File: config.mk
export PLATFORM = sky130hd
export DESIGN_NAME = qpc_unit
export DESIGN_NICKNAME = d
export VERILOG_FILES = /design/src/rtl/qpc_pkg.sv /design/src/rtl/qpc_relation.sv /design/src/rtl/qpc_predfile.sv /design/src/rtl/qpc_datapath.sv /design/src/rtl/qpc_control.sv /design/src/rtl/qpc_unit.sv
export SDC_FILE = /design/constraint.sdc
export NUM_CORES = 1
export LEC_CHECK = 0
export BUFFER_PORTS_ARGS = -buffer_cell sky130_fd_sc_hd__buf_2
export CORE_AREA = 8 8 158 175
export DETAILED_ROUTE_END_ITERATION = 16
export DIE_AREA = 0 0 166 183
export SYNTH_ARGS = -nofsm -noshare
export SYNTH_HDL_FRONTEND = slang
export SYNTH_SLANG_ARGS = --single-unit
File: constraint.sdc
create_clock -name clk -period 6.3 [get_ports clk]
set_input_delay 0.315 -clock clk [delete_from_list [all_inputs] [get_ports clk]]
set_output_delay 0.315 -clock clk [all_outputs]
set_load 0.005 [all_outputs]
File: src/rtl/qpc_pkg.sv
package qpc_pkg;

  typedef enum logic [1:0] {
    REL_EQ  = 2'd0,
    REL_NE  = 2'd1,
    REL_SLT = 2'd2,
    REL_ULT = 2'd3
  } relCode_e;

  typedef enum logic [2:0] {
    WT_PLAIN   = 3'd0,
    WT_UNCOND  = 3'd1,
    WT_AND     = 3'd2,
    WT_OR      = 3'd3,
    WT_ORANDCM = 3'd4
  } writeType_e;

  // Strobes from control to datapath: one write enable and value per target.
  typedef struct packed {
    logic wrFirst;
    logic wrSecond;
    logic valFirst;
    logic valSecond;
  } predStrobe_t;

endpackage

File: src/rtl/qpc_relation.sv
module qpc_relation #(
  parameter int DATA_W = 64,
  localparam int SEL_W = $clog2(DATA_W)
) (
  input  logic [DATA_W-1:0] opA,
  input  logic [DATA_W-1:0] opB,
  input  logic [1:0]        relSel,
  input  logic              bitMode,
  input  logic [SEL_W-1:0]  bitSel,
  output logic              relOut
);
  import qpc_pkg::*;

  logic arithRel;

  always_comb begin
    unique case (relCode_e'(relSel))
      REL_EQ:  arithRel = (opA == opB);
      REL_NE:  arithRel = (opA != opB);
      REL_SLT: arithRel = ($signed(opA) < $signed(opB));
      default: arithRel = (opA < opB);
    endcase
  end

  assign relOut = bitMode ? opA[bitSel] : arithRel;

endmodule

File: src/rtl/qpc_predfile.sv
module qpc_predfile #(
  parameter int PRED_N = 64,
  localparam int IDX_W = $clog2(PRED_N)
) (
  input  logic                clk,
  input  logic                rstN,
  input  qpc_pkg::predStrobe_t strobe,
  input  logic [IDX_W-1:0]    tgtFirst,
  input  logic [IDX_W-1:0]    tgtSecond,
  input  logic [IDX_W-1:0]    qualIdx,
  output logic                qualVal,
  output logic [PRED_N-1:0]   predBits
);

  for (genvar i = 0; i < PRED_N; i++) begin : g_entry
    if (i == 0) begin : g_hard
      assign predBits[i] = 1'b1;
    end else begin : g_reg
      logic hitFirst;
      logic hitSecond;
      assign hitFirst  = strobe.wrFirst  && (tgtFirst  == IDX_W'(i));
      assign hitSecond = strobe.wrSecond && (tgtSecond == IDX_W'(i));
      always_ff @(posedge clk or negedge rstN) begin
        if (!rstN) begin
          predBits[i] <= 1'b0;
        end else if (hitFirst) begin
          predBits[i] <= strobe.valFirst;
        end else if (hitSecond) begin
          predBits[i] <= strobe.valSecond;
        end
      end
    end
  end

  assign qualVal = predBits[qualIdx];

endmodule

File: src/rtl/qpc_datapath.sv
module qpc_datapath #(
  parameter int DATA_W = 64,
  parameter int PRED_N = 64,
  localparam int SEL_W = $clog2(DATA_W),
  localparam int IDX_W = $clog2(PRED_N)
) (
  input  logic                 clk,
  input  logic                 rstN,
  input  logic [DATA_W-1:0]    srcA,
  input  logic                 srcAPoison,
  input  logic [DATA_W-1:0]    srcB,
  input  logic                 srcBPoison,
  input  logic [1:0]           relCode,
  input  logic                 testBit,
  input  logic [SEL_W-1:0]     bitSel,
  input  logic [IDX_W-1:0]     qualIdx,
  input  logic [IDX_W-1:0]     tgtIdx1,
  input  logic [IDX_W-1:0]     tgtIdx2,
  input  qpc_pkg::predStrobe_t strobe,
  output logic                 relBit,
  output logic                 poisonHit,
  output logic                 qualVal,
  output logic [PRED_N-1:0]    predState
);

  // Operand B plays no part in a bit test, so its poison is masked there.
  assign poisonHit = srcAPoison | (~testBit & srcBPoison);

  qpc_relation #(.DATA_W(DATA_W)) uRel (
    .opA     (srcA),
    .opB     (srcB),
    .relSel  (relCode),
    .bitMode (testBit),
    .bitSel  (bitSel),
    .relOut  (relBit)
  );

  qpc_predfile #(.PRED_N(PRED_N)) uFile (
    .clk       (clk),
    .rstN      (rstN),
    .strobe    (strobe),
    .tgtFirst  (tgtIdx1),
    .tgtSecond (tgtIdx2),
    .qualIdx   (qualIdx),
    .qualVal   (qualVal),
    .predBits  (predState)
  );

endmodule

File: src/rtl/qpc_control.sv
module qpc_control (
  input  logic                 opValid,
  input  logic [2:0]           cmpType,
  input  logic                 relBit,
  input  logic                 poisonHit,
  input  logic                 qualVal,
  output qpc_pkg::predStrobe_t strobe
);
  import qpc_pkg::*;

  logic goodRel;
  logic badRel;

  assign goodRel = ~poisonHit & relBit;
  assign badRel  = ~poisonHit & ~relBit;

  always_comb begin
    strobe = '0;
    if (opValid) begin
      unique case (cmpType)
        WT_PLAIN: begin
          strobe.wrFirst   = qualVal;
          strobe.wrSecond  = qualVal;
          strobe.valFirst  = goodRel;
          strobe.valSecond = badRel;
        end
        WT_UNCOND: begin
          strobe.wrFirst   = 1'b1;
          strobe.wrSecond  = 1'b1;
          strobe.valFirst  = qualVal & goodRel;
          strobe.valSecond = qualVal & badRel;
        end
        WT_AND: begin
          strobe.wrFirst   = qualVal & ~goodRel;
          strobe.wrSecond  = qualVal & ~goodRel;
        end
        WT_OR: begin
          strobe.wrFirst   = qualVal & (goodRel | poisonHit);
          strobe.wrSecond  = qualVal & (goodRel | poisonHit);
          strobe.valFirst  = goodRel;
          strobe.valSecond = goodRel;
        end
        WT_ORANDCM: begin
          strobe.wrFirst   = qualVal & (goodRel | poisonHit);
          strobe.wrSecond  = qualVal & (goodRel | poisonHit);
          strobe.valFirst  = goodRel;
        end
        default: strobe = '0;
      endcase
    end
  end

endmodule

File: src/rtl/qpc_unit.sv
module qpc_unit #(
  parameter int DATA_W = 64,
  parameter int PRED_N = 64,
  localparam int SEL_W = $clog2(DATA_W),
  localparam int IDX_W = $clog2(PRED_N)
) (
  input  logic              clk,
  input  logic              rstN,
  input  logic              opValid,
  input  logic [DATA_W-1:0] srcA,
  input  logic              srcAPoison,
  input  logic [DATA_W-1:0] srcB,
  input  logic              srcBPoison,
  input  logic [1:0]        relCode,
  input  logic [2:0]        cmpType,
  input  logic              testBit,
  input  logic [SEL_W-1:0]  bitSel,
  input  logic [IDX_W-1:0]  qualIdx,
  input  logic [IDX_W-1:0]  tgtIdx1,
  input  logic [IDX_W-1:0]  tgtIdx2,
  output logic [PRED_N-1:0] predState
);
  import qpc_pkg::*;

  predStrobe_t strobe;
  logic        relBit;
  logic        poisonHit;
  logic        qualVal;

  qpc_control uCtrl (
    .opValid   (opValid),
    .cmpType   (cmpType),
    .relBit    (relBit),
    .poisonHit (poisonHit),
    .qualVal   (qualVal),
    .strobe    (strobe)
  );

  qpc_datapath #(.DATA_W(DATA_W), .PRED_N(PRED_N)) uData (
    .clk        (clk),
    .rstN       (rstN),
    .srcA       (srcA),
    .srcAPoison (srcAPoison),
    .srcB       (srcB),
    .srcBPoison (srcBPoison),
    .relCode    (relCode),
    .testBit    (testBit),
    .bitSel     (bitSel),
    .qualIdx    (qualIdx),
    .tgtIdx1    (tgtIdx1),
    .tgtIdx2    (tgtIdx2),
    .strobe     (strobe),
    .relBit     (relBit),
    .poisonHit  (poisonHit),
    .qualVal    (qualVal),
    .predState  (predState)
  );

endmodule

Word-level counts from Yosys, hierarchy flattened
Index checks and enable logic that the tools add are counted.
- register bits after elaboration: 63
- bits in latches: 0
- RAM bits: 0
- ROM bits: 0
- input port bits: 163
- output and inout port bits: 64
- word-level logic and storage cells: 543
- memories kept: 0
- add/subtract/negate cells: 0
- $mul: 0
- divide/modulo/power cells: 0
- order comparisons: 4
- equal/unequal tests: 134
- shifts and indexed selects: 0
- multiplexer cells: 136
- bitwise operators: 13
- reductions and logical operators: 193
- operators by type and width (kind ; count):
    $eq A6 B6 Y1 const B ; 64
    $eq A6 B5 Y1 const B ; 32
    $mux W1 ; 129
    $lt A64 B64 Y1 ; 2
    $logic_and A1 B1 Y1 ; 126
    $reduce_bool A2 Y1 ; 63
    $eq A6 B4 Y1 const B ; 16
    $eq A64 B64 Y1 ; 1
    $ne A64 B64 Y1 ; 1
    $eq A6 B3 Y1 const B ; 8
    $eq A6 B2 Y1 const B ; 4
    $lt A6 B7 Y1 const B ; 2
    $bmux W1 S6 ; 2
    $eq A6 B1 Y1 const B ; 2
    $pmux W2 S4 ; 1
    $and A1 B1 Y1 ; 7
    $eq A3 B2 Y1 const B ; 2
    $pmux W1 S3 ; 2
    $mux W4 ; 1
    $not A1 Y1 ; 4
    $eq A3 B1 Y1 const B ; 1
    $eq A3 B3 Y1 const B ; 1
    $logic_not A3 Y1 ; 1
    $reduce_or A3 Y1 ; 1
    other kinds (6) ; 7

Logic depth before layout (Yosys ltp)
Gate-level depths: netlist of the first run.
- depth in word-level cells: 12
- gate-level depth with buffers: 15
- gate-level depth less buffers: 12

Modules after synthesis
Synthesis of the first run repeated with hierarchy kept, for this count alone.
- cell total of the unflattened synthesis: 781
- area, all modules: 6670.1 um^2
- modules (own cells, without submodules) (module ; instances ; cells an instance ; area each (um^2) ; seq. area each (um^2)):
    qpc_predfile ; 1 ; 483 ; 4292.9 ; 1576.5
    qpc_relation ; 1 ; 280 ; 2244.7 ; 0.0
    qpc_control ; 1 ; 16 ; 121.4 ; 0.0
    qpc_datapath ; 1 ; 2 ; 11.3 ; 0.0

Worst setup path after synthesis of the first run
OpenSTA, ideal clock, no wires.
- path type: input to register
- start: input port srcB[53]
- end: register uData.uFile.predBits[16]
- library setup time: 0.126 ns
- arrival: 3.283 ns
- data required time: 6.174 ns
- slack: 2.891 ns
- cell stages on the path: 13
- buffers on the path: 1
- path through: inv_1 ha_1 a211oi_1 nor2_1 a2111oi_0 o32ai_1 nor4_2 mux2i_1 nor4_4 and2_4 buf_6 and3_1 o32a_1
- cells in the longest elaborated chain, start to end: 10
- elaborated cells between the ends (all ways): 24
- those cells by class: order compare: 2; eq/ne: 2; mux: 8; bitwise: 9; reduce/logical: 3
- RTL lines (item ; RTL line ; source):
    start, declared ; qpc_unit.sv:12 ; input logic [DATA_W-1:0] srcB,
    $lt A64 B64 Y1 (tied with other cells) ; qpc_relation.sv:21 ; default: arithRel = (opA < opB);
    $pmux W1 S3 (*) ; qpc_relation.sv:17 ; unique case (relCode_e'(relSel))
    $mux W1 (*) ; qpc_relation.sv:25 ; assign relOut = bitMode ? opA[bitSel] : arithRel;
    $and A1 B1 Y1 / $not A1 Y1 (equally long branches) ; qpc_control.sv:14, qpc_control.sv:15 ;
    $or A1 B1 Y1 (tied with other cells) ; n/a ;
    $and A1 B1 Y1 (on tied branches) ; n/a ;
    $pmux W2 S4 / $pmux W1 S3 (equally long branches) ; qpc_control.sv:20 ; unique case (cmpType)
    $mux W4 (*) ; qpc_control.sv:19 ; if (opValid) begin
    $logic_and A1 B1 Y1 (tied with other cells) ; qpc_predfile.sv:21 ; assign hitFirst = strobe.wrFirst && (tgtFirst == IDX_W'(i));
    $mux W1 / $reduce_bool A2 Y1 (equally long branches) ; n/a ;
    end signal, assigned by index ; qpc_predfile.sv:27 ; predBits[i] <= strobe.valFirst;
    end signal, assigned by index ; qpc_predfile.sv:29 ; predBits[i] <= strobe.valSecond;
    end, declared ; qpc_predfile.sv:12 ; output logic [PRED_N-1:0] predBits
Every way passes the cells marked *; elsewhere a longest branch is shown, timed or not. The select of a mux whose other input is x is not followed.
A chain may end at the register's enable or synchronous reset.

Final worst setup path of the first run
- start: input port srcA[63]
- end: register uData.uFile.predBits[28]
- cells in the longest elaborated chain, start to end: 10
- elaborated cells between the ends (all ways): 26
- those cells by class: order compare: 2; eq/ne: 2; mux: 10; bitwise: 9; reduce/logical: 3
- RTL lines (item ; RTL line ; source):
    start, declared ; qpc_unit.sv:10 ; input logic [DATA_W-1:0] srcA,
    $lt A64 B64 Y1 (tied with other cells) ; qpc_relation.sv:21 ;
    $pmux W1 S3 / $mux W1 (equally long branches) ; qpc_relation.sv:17, qpc_relation.sv:25 ;
    $mux W1 (*) ; qpc_relation.sv:25 ;
    $and A1 B1 Y1 / $not A1 Y1 (equally long branches) ; qpc_control.sv:14, qpc_control.sv:15 ;
    $or A1 B1 Y1 (tied with other cells) ; n/a ;
    $and A1 B1 Y1 (on tied branches) ; n/a ;
    $pmux W2 S4 / $pmux W1 S3 (equally long branches) ; qpc_control.sv:20 ;
    $mux W4 (*) ; qpc_control.sv:19 ;
    $logic_and A1 B1 Y1 (tied with other cells) ; qpc_predfile.sv:21 ;
    $mux W1 / $reduce_bool A2 Y1 (equally long branches) ; n/a ;
Marked as above.

==> results of run 1 <==
-- final timing paths --
check | start | to | slack (ps)
max | srcA[63] | uData.uFile.predBits[28] | 1630
min | rstN | uData.uFile.predBits[51] | 170
max reg2reg | uData.uFile.predBits[3] | uData.uFile.predBits[28] | 1920
min reg2reg | uData.uFile.predBits[41] | uData.uFile.predBits[41] | 590
max in group asynchronous | rstN | uData.uFile.predBits[9] | 5560
min in group clk | tgtIdx1[4] | uData.uFile.predBits[2] | 460
-- metrics by stage --
stage | cell area, um2 | power [mW] | hold WS [ps] | utilization, % | setup slack, ps
2_1_floorplan | 7250 | 0.779 | 19.4 | - | 2890
3_3_place_gp | 8520 | 0.976 | 557 | 34.4 | 1510
3_5_place_dp | 8520 | 0.983 | 558 | 34.4 | 1300
4_1_cts | 8810 | 1.48 | 199 | 35.5 | 1650
5_1_grt | 8810 | 1.56 | 242 | 35.5 | 1200
6_report | 8810 | 1.48 | 166 | 35.5 | 1630
-- cells by family after synthesis --
kind of cell    after synthesis  share of synthesized area, %
simple gates                286                          21.4
buf+inv                     146                          9.00
compound gates              140                          12.9
mux                         140                          23.9
fa+ha+maj                    64                          11.0
flops                        63                          21.7
other cells                   1                        0.0517
-- area by class of cell --
| cell class | count | area, um2 | share of cell area (%) |
|---|---|---|---|
| multi-input cells | 631 | 5030 | 57.1 |
| flip-flops and latches | 63 | 1580 | 17.9 |
| repair buffers | 230 | 1160 | 13.2 |
| well taps | 315 | 394 | 4.47 |
| inverters | 95 | 357 | 4.05 |
| clock buffers | 12 | 246 | 2.80 |
| clock inverters | 4 | 45.0 | 0.511 |
| diodes | 1 | 2.50 | 0.0284 |
-- power breakdown --
part	switching, mW	total [mW]	internal (mW)	leakage, nW
clock network	0.191	0.506	0.315	0.146
registers	0.0406	0.486	0.446	0.781
logic	0.268	0.489	0.220	3.33
total	0.500	1.48	0.981	4.26
-- cells in the mapped netlist, types with 9 or more instances --
library cell | number | share of area, %
nand2_1 | 48 | 2.5
ha_1 | 64 | 11
inv_1 | 94 | 4.9
nor2_1 | 54 | 2.8
dfrtp_1 | 63 | 22
nand3_1 | 61 | 4.2
mux2i_1 | 110 | 15
nor4_1 | 10 | 0.86
nor2b_1 | 12 | 1.0
a21oi_1 | 29 | 2.0
mux4_2 | 26 | 8.1
nand4_1 | 14 | 1.2
nor3_1 | 37 | 2.6
buf_6 | 9 | 1.4
a31oi_1 | 39 | 3.4
o21ai_0 | 18 | 1.2
buf_2 | 15 | 1.0
clkbuf_1 | 21 | 1.1
-- cells in the final DEF (no fill, tap or decap), drive strengths merged, types with 20 or more instances in the layout --
cell type / n
nand2: 49
mux4: 26
a21oi: 30
dfrtp: 63
mux2i: 110
nor3: 37
buf: 230
inv: 94
nor2: 54
nand3: 61
o21ai: 20
ha: 64
a31oi: 39
-- routing by layer --
metal / vias up / global-route usage, % / part of all wire [%] / wire (um)
met5: - / 0 / 0.16 / 45
met4: 6 / 9.39 / 4.6 / 1290
met3: 89 / 4.86 / 8.4 / 2370
met2: 383 / 31.4 / 48 / 13400
met1: 3548 / 20.1 / 39 / 10900
li1: 3479 / - / - / -
==> results.py, run 1 <==
metrics = {
    "detailed_routing": {
        "wirelength_um": 28100,
        "drt-initial-drc-count": 653,
        "drc": 0,
        "drt-vias-per-instance": 5.56,
        "wire_per_inst_um": 20.8,
        "via_count": 7505,
        "postRouteAntennaNets": 0,
        "drt_pass1_iterations": 5,
    },
    "logic_synthesis": {
        "synth_edf_count": 0,
        "syn_nets": 1067,
        "ys_warn_count": 0,
        "ys.flop_type": "dfrtp_1",
        "ys_ff_latch": 63,
        "avgSynthCellArea_um2": 8.64,
        "syn_inst": 840,
        "syn_area_mm2": 0.00725,
        "async_flop_share_pct": 100,
        "synth_cell_types": 67,
        "yosysSeqAreaShare_pct": 21.7,
    },
    "timing": {
        "fin_crit_sh_pct": 74.2,
        "tightest_slew_ps": 1150,
        "post-route-min-period_ps": 4670,
        "setup_tns_ps": 0,
        "rsz0062_at_grt": "false",
        "drv_slew": 0,
        "setup_viol": 0,
        "final-hold-violation-count": 0,
        "clock_skew_ps": 8.82,
        "relSlewSlack_pct": 23.0,
        "fmax_ghz": 0.214,
    },
    "worst_setup_path": {
        "cp-end-kind": "flop",
        "path_class": "input pin to flop",
        "cp-start-kind": "input pin",
        "crit_slowest_cell": "nand4bb_1",
        "crit_buf_inv": 1,
        "critical_path_arrival_ps": 4900,
        "path_cells": "buf_2 -> ha_1 -> nand4_1 -> nor4_1 -> nand4_1 -> o21ai_0 -> or4b_1 -> nand2_1 -> or4_4 -> nand4bb_1 -> or3b_1 -> o31a_1",
        "max_stage_delay_ps": 840,
        "critPathTopFamily": "simple AND/OR/NAND/NOR gates",
        "ff2ff_path_depth": 10,
        "cp.required_ps": 6530,
        "cpMostUsedCell": "nand4_1",
        "crit_cells": 12,
        "worst-path-max-fanout": 70,
    },
    "layout": {
        "fillers": 2595,
        "syn_to_final_growth_pct": 21.5,
        "reg_top3": "uData.uFile.predBits (63)",
        "final_nets": 1257,
        "layout-drive-gt1-share_pct": 29.0,
        "stdcell_count": 1351,
        "top_register": "uData.uFile.predBits",
        "largest_reg_flops": 63,
    },
    "clock_tree": {
        "cts_tree": "built",
        "hold_buffers": 0,
        "post_cts_resized": 0,
        "cts_setup_buffers": 0,
        "clock_latency_ps": 350,
        "cts_buffers": 9,
        "root_buffer": "clkbuf_16",
        "htreeDepth": 3,
        "clock-sinks": 63,
        "path_clk_slew_ps": 50,
        "clockBufferDepth": 2,
    },
    "pwr": {
        "peakVddDrop_mv": 0.101,
        "p_per_area_mw_per_mm2": 168,
        "leakage_nw": 4.26,
    },
    "floorplanning": {
        "die_h_um": 183,
        "start_util_pct": 29.2,
        "die_width_um": 166,
        "die_area_mm2": 0.0304,
        "fp.coreArea_mm2": 0.0248,
        "ios": 227,
        "rows": 61,
    },
    "place": {
        "portBuffers": 225,
        "dp_hpwl_um": 22500,
        "dp_cells": 1334,
        "routabilityCongestion": 0.892,
    },
    "grt": {
        "grt_max_degree": 71,
        "grt_use_total_pct": 18.0,
        "grt_overflow_total": 0,
        "grt_pass1_vias": 7791,
        "grt_first_pass_wirelength_um": 43400,
        "antenna_found_initial": 4,
    },
    "run_status": {
        "status": "finished, final reports clean",
    },
    "hold_path": {
        "hp-class": "input pin to async pin",
    },
    "run": {
        "drv_cap": 0,
    },
}
Power figures use the tool's default switching activity.
==> run 2, diff against run 1 <==
==> constraint.sdc (replaced) <==
create_clock -name clk -period 3.74 [get_ports clk]
set_input_delay 0.187 -clock clk [delete_from_list [all_inputs] [get_ports clk]]
set_output_delay 0.187 -clock clk [all_outputs]
set_load 0.005 [all_outputs]
==> results.py, run 2 (synthesis gave the netlist of run 1 again) <==
metrics = {
    "run_status": {
        "status": "finished, final reports clean",
    },
    "clock_tree": {
        "cts_setup_buffers": 0,
        "htreeDepth": 3,
        "cts_buffers": 9,
        "path_clk_slew_ps": 60,
        "cts_tree": "built",
        "clock_latency_ps": 330,
        "post_cts_resized": 0,
        "root_buffer": "clkbuf_16",
        "clockBufferDepth": 2,
        "hold_buffers": 0,
        "clock-sinks": 63,
    },
    "detailed_routing": {
        "wirelength_um": 28900,
        "drt_pass1_iterations": 7,
        "wire_per_inst_um": 20.9,
        "drt-initial-drc-count": 582,
        "drt-vias-per-instance": 5.44,
        "postRouteAntennaNets": 0,
        "drc": 0,
        "via_count": 7528,
    },
    "timing": {
        "clock_skew_ps": 3.93,
        "setup_ws_ps": 291,
        "rsz0062_at_grt": "false",
        "setup_viol": 0,
        "final-hold-violation-count": 0,
        "setup_tns_ps": 0,
        "relSlewSlack_pct": 4.45,
        "fmax_ghz": 0.290,
        "tightest_slew_ps": 1420,
        "fin_crit_sh_pct": 92.2,
        "drv_slew": 0,
        "post-route-min-period_ps": 3450,
    },
    "run": {
        "drv_cap": 0,
    },
    "worst_setup_path": {
        "cp-end-kind": "flop",
        "critical_path_arrival_ps": 3660,
        "rr_startpoint": "uData.uFile.predBits[53]",
        "cp.required_ps": 3950,
        "startpoint": "uData.uFile.predBits[53]",
        "timing.reg2reg.setup_slack_ps": 290,
        "r2r-end": "uData.uFile.predBits[16]",
        "path_class": "flop to flop",
        "worstSetupEndpoint": "uData.uFile.predBits[16]",
        "worst-path-max-fanout": 29,
        "ff2ff_path_depth": 11,
        "cp-start-kind": "flop",
    },
    "place": {
        "place_ws_ps": 112,
        "dp_cells": 1366,
        "portBuffers": 225,
        "dp_hpwl_um": 23600,
        "routabilityCongestion": 0.902,
    },
    "floorplanning": {
        "start_util_pct": 29.2,
        "die_h_um": 183,
        "ios": 227,
        "fp.coreArea_mm2": 0.0248,
        "die_width_um": 166,
        "die_area_mm2": 0.0304,
        "rows": 61,
    },
    "pwr": {
        "leakage_nw": 4.44,
        "internal_power_mw": 1.63,
        "switching_share_pct": 34.1,
        "p_switching_uw": 842,
        "peakVddDrop_mv": 0.221,
        "comb_power_share_pct": 34.6,
        "seqPwrFrac_pct": 33.2,
        "p_per_area_mw_per_mm2": 271,
        "p_clk_share_pct": 32.2,
    },
    "layout": {
        "fillers": 2566,
        "syn_to_final_growth_pct": 25.7,
        "top_register": "uData.uFile.predBits",
        "layout-drive-gt1-share_pct": 31.1,
        "final_nets": 1289,
        "layout_commonest_cell": "buf_2",
        "largest_reg_flops": 63,
        "regArea_mm2": 0.00158,
        "final_cell_mix": "225 x buf_2, 110 x mux2i_1, 94 x inv_1",
        "multiInputGateArea_mm2": 0.00503,
        "reg_top3": "uData.uFile.predBits (63)",
        "stdcell_count": 1384,
    },
    "grt": {
        "grt_pass1_vias": 7986,
        "grt_use_met2_pct": 33.7,
        "grt.busiest_layer": "met2",
        "grt_first_pass_wirelength_um": 45000,
        "use_met3_pct": 4.84,
        "antenna_found_initial": 4,
        "grt_max_degree": 43,
        "grt_use_total_pct": 18.6,
        "grt_use_met1_pct": 20.9,
        "grt_overflow_total": 0,
    },
    "hold_path": {
        "hp-class": "input pin to async pin",
    },
}
==> run 2: worst min-delay path by stage <==
stage / from / end / slack (ps) / cells after the start
after floorplan: rstN / uData.uFile.predBits[10] / -110 / 0
after CTS: rstN / uData.uFile.predBits[50] / 70 / 1
after detailed placement: rstN / uData.uFile.predBits[50] / 420 / 1
after global routing: rstN / uData.uFile.predBits[50] / 110 / 1
after global placement: rstN / uData.uFile.predBits[51] / 420 / 1
final: rstN / uData.uFile.predBits[50] / 40 / 1
==> run 2: cell type report <==
type | count | area share, %
antenna | 2 | 0.0549
clock buffer | 13 | 2.85
clock inverter | 3 | 0.192
inverter | 95 | 3.91
multi-input combinational | 631 | 55.2
sequential | 63 | 17.3
tap | 315 | 4.32
timing repair buffer | 262 | 16.2
==> run 2: metrics by stage <==
stage | util (%) | hold WS, ps | cell area (um2) | power, mW
final | 36.8 | 38.3 | 9120 | 2.47
after global placement | 35.6 | 415 | 8840 | 1.68
after CTS | 36.7 | 69.9 | 9110 | 2.48
after floorplan | - | -109 | 7250 | 1.31
after detailed placement | 35.6 | 421 | 8840 | 1.69
after global routing | 36.8 | 112 | 9120 | 2.61
==> run 2: power groups by stage <==
stage / clock, mW / sequential, mW / combinational (mW)
after CTS: 0.802 / 0.820 / 0.857
after global routing: 0.832 / 0.830 / 0.945
final: 0.795 / 0.820 / 0.854
after floorplan: 0 / 0.813 / 0.499
after global placement: 0 / 0.832 / 0.846
after detailed placement: 0 / 0.832 / 0.854
==> run 2: critical path: stages (launching register included) <==
cell and delay [ps]:
dfrtp_1 410, mux4_2 470, a22o_1 280, nor4b_1 260, o21a_1 310, or2_2 190, a211oi_1 70, or4_4 550
buf_12 190, and2_4 170, and3_1 140, o32a_1 280
==> run 2: layer usage <==
layer | part of all wire, % | wire length, um
met2 | 50 | 14400
met5 | 0.073 | 21
met3 | 8.3 | 2400
met4 | 2.9 | 843
met1 | 39 | 11200
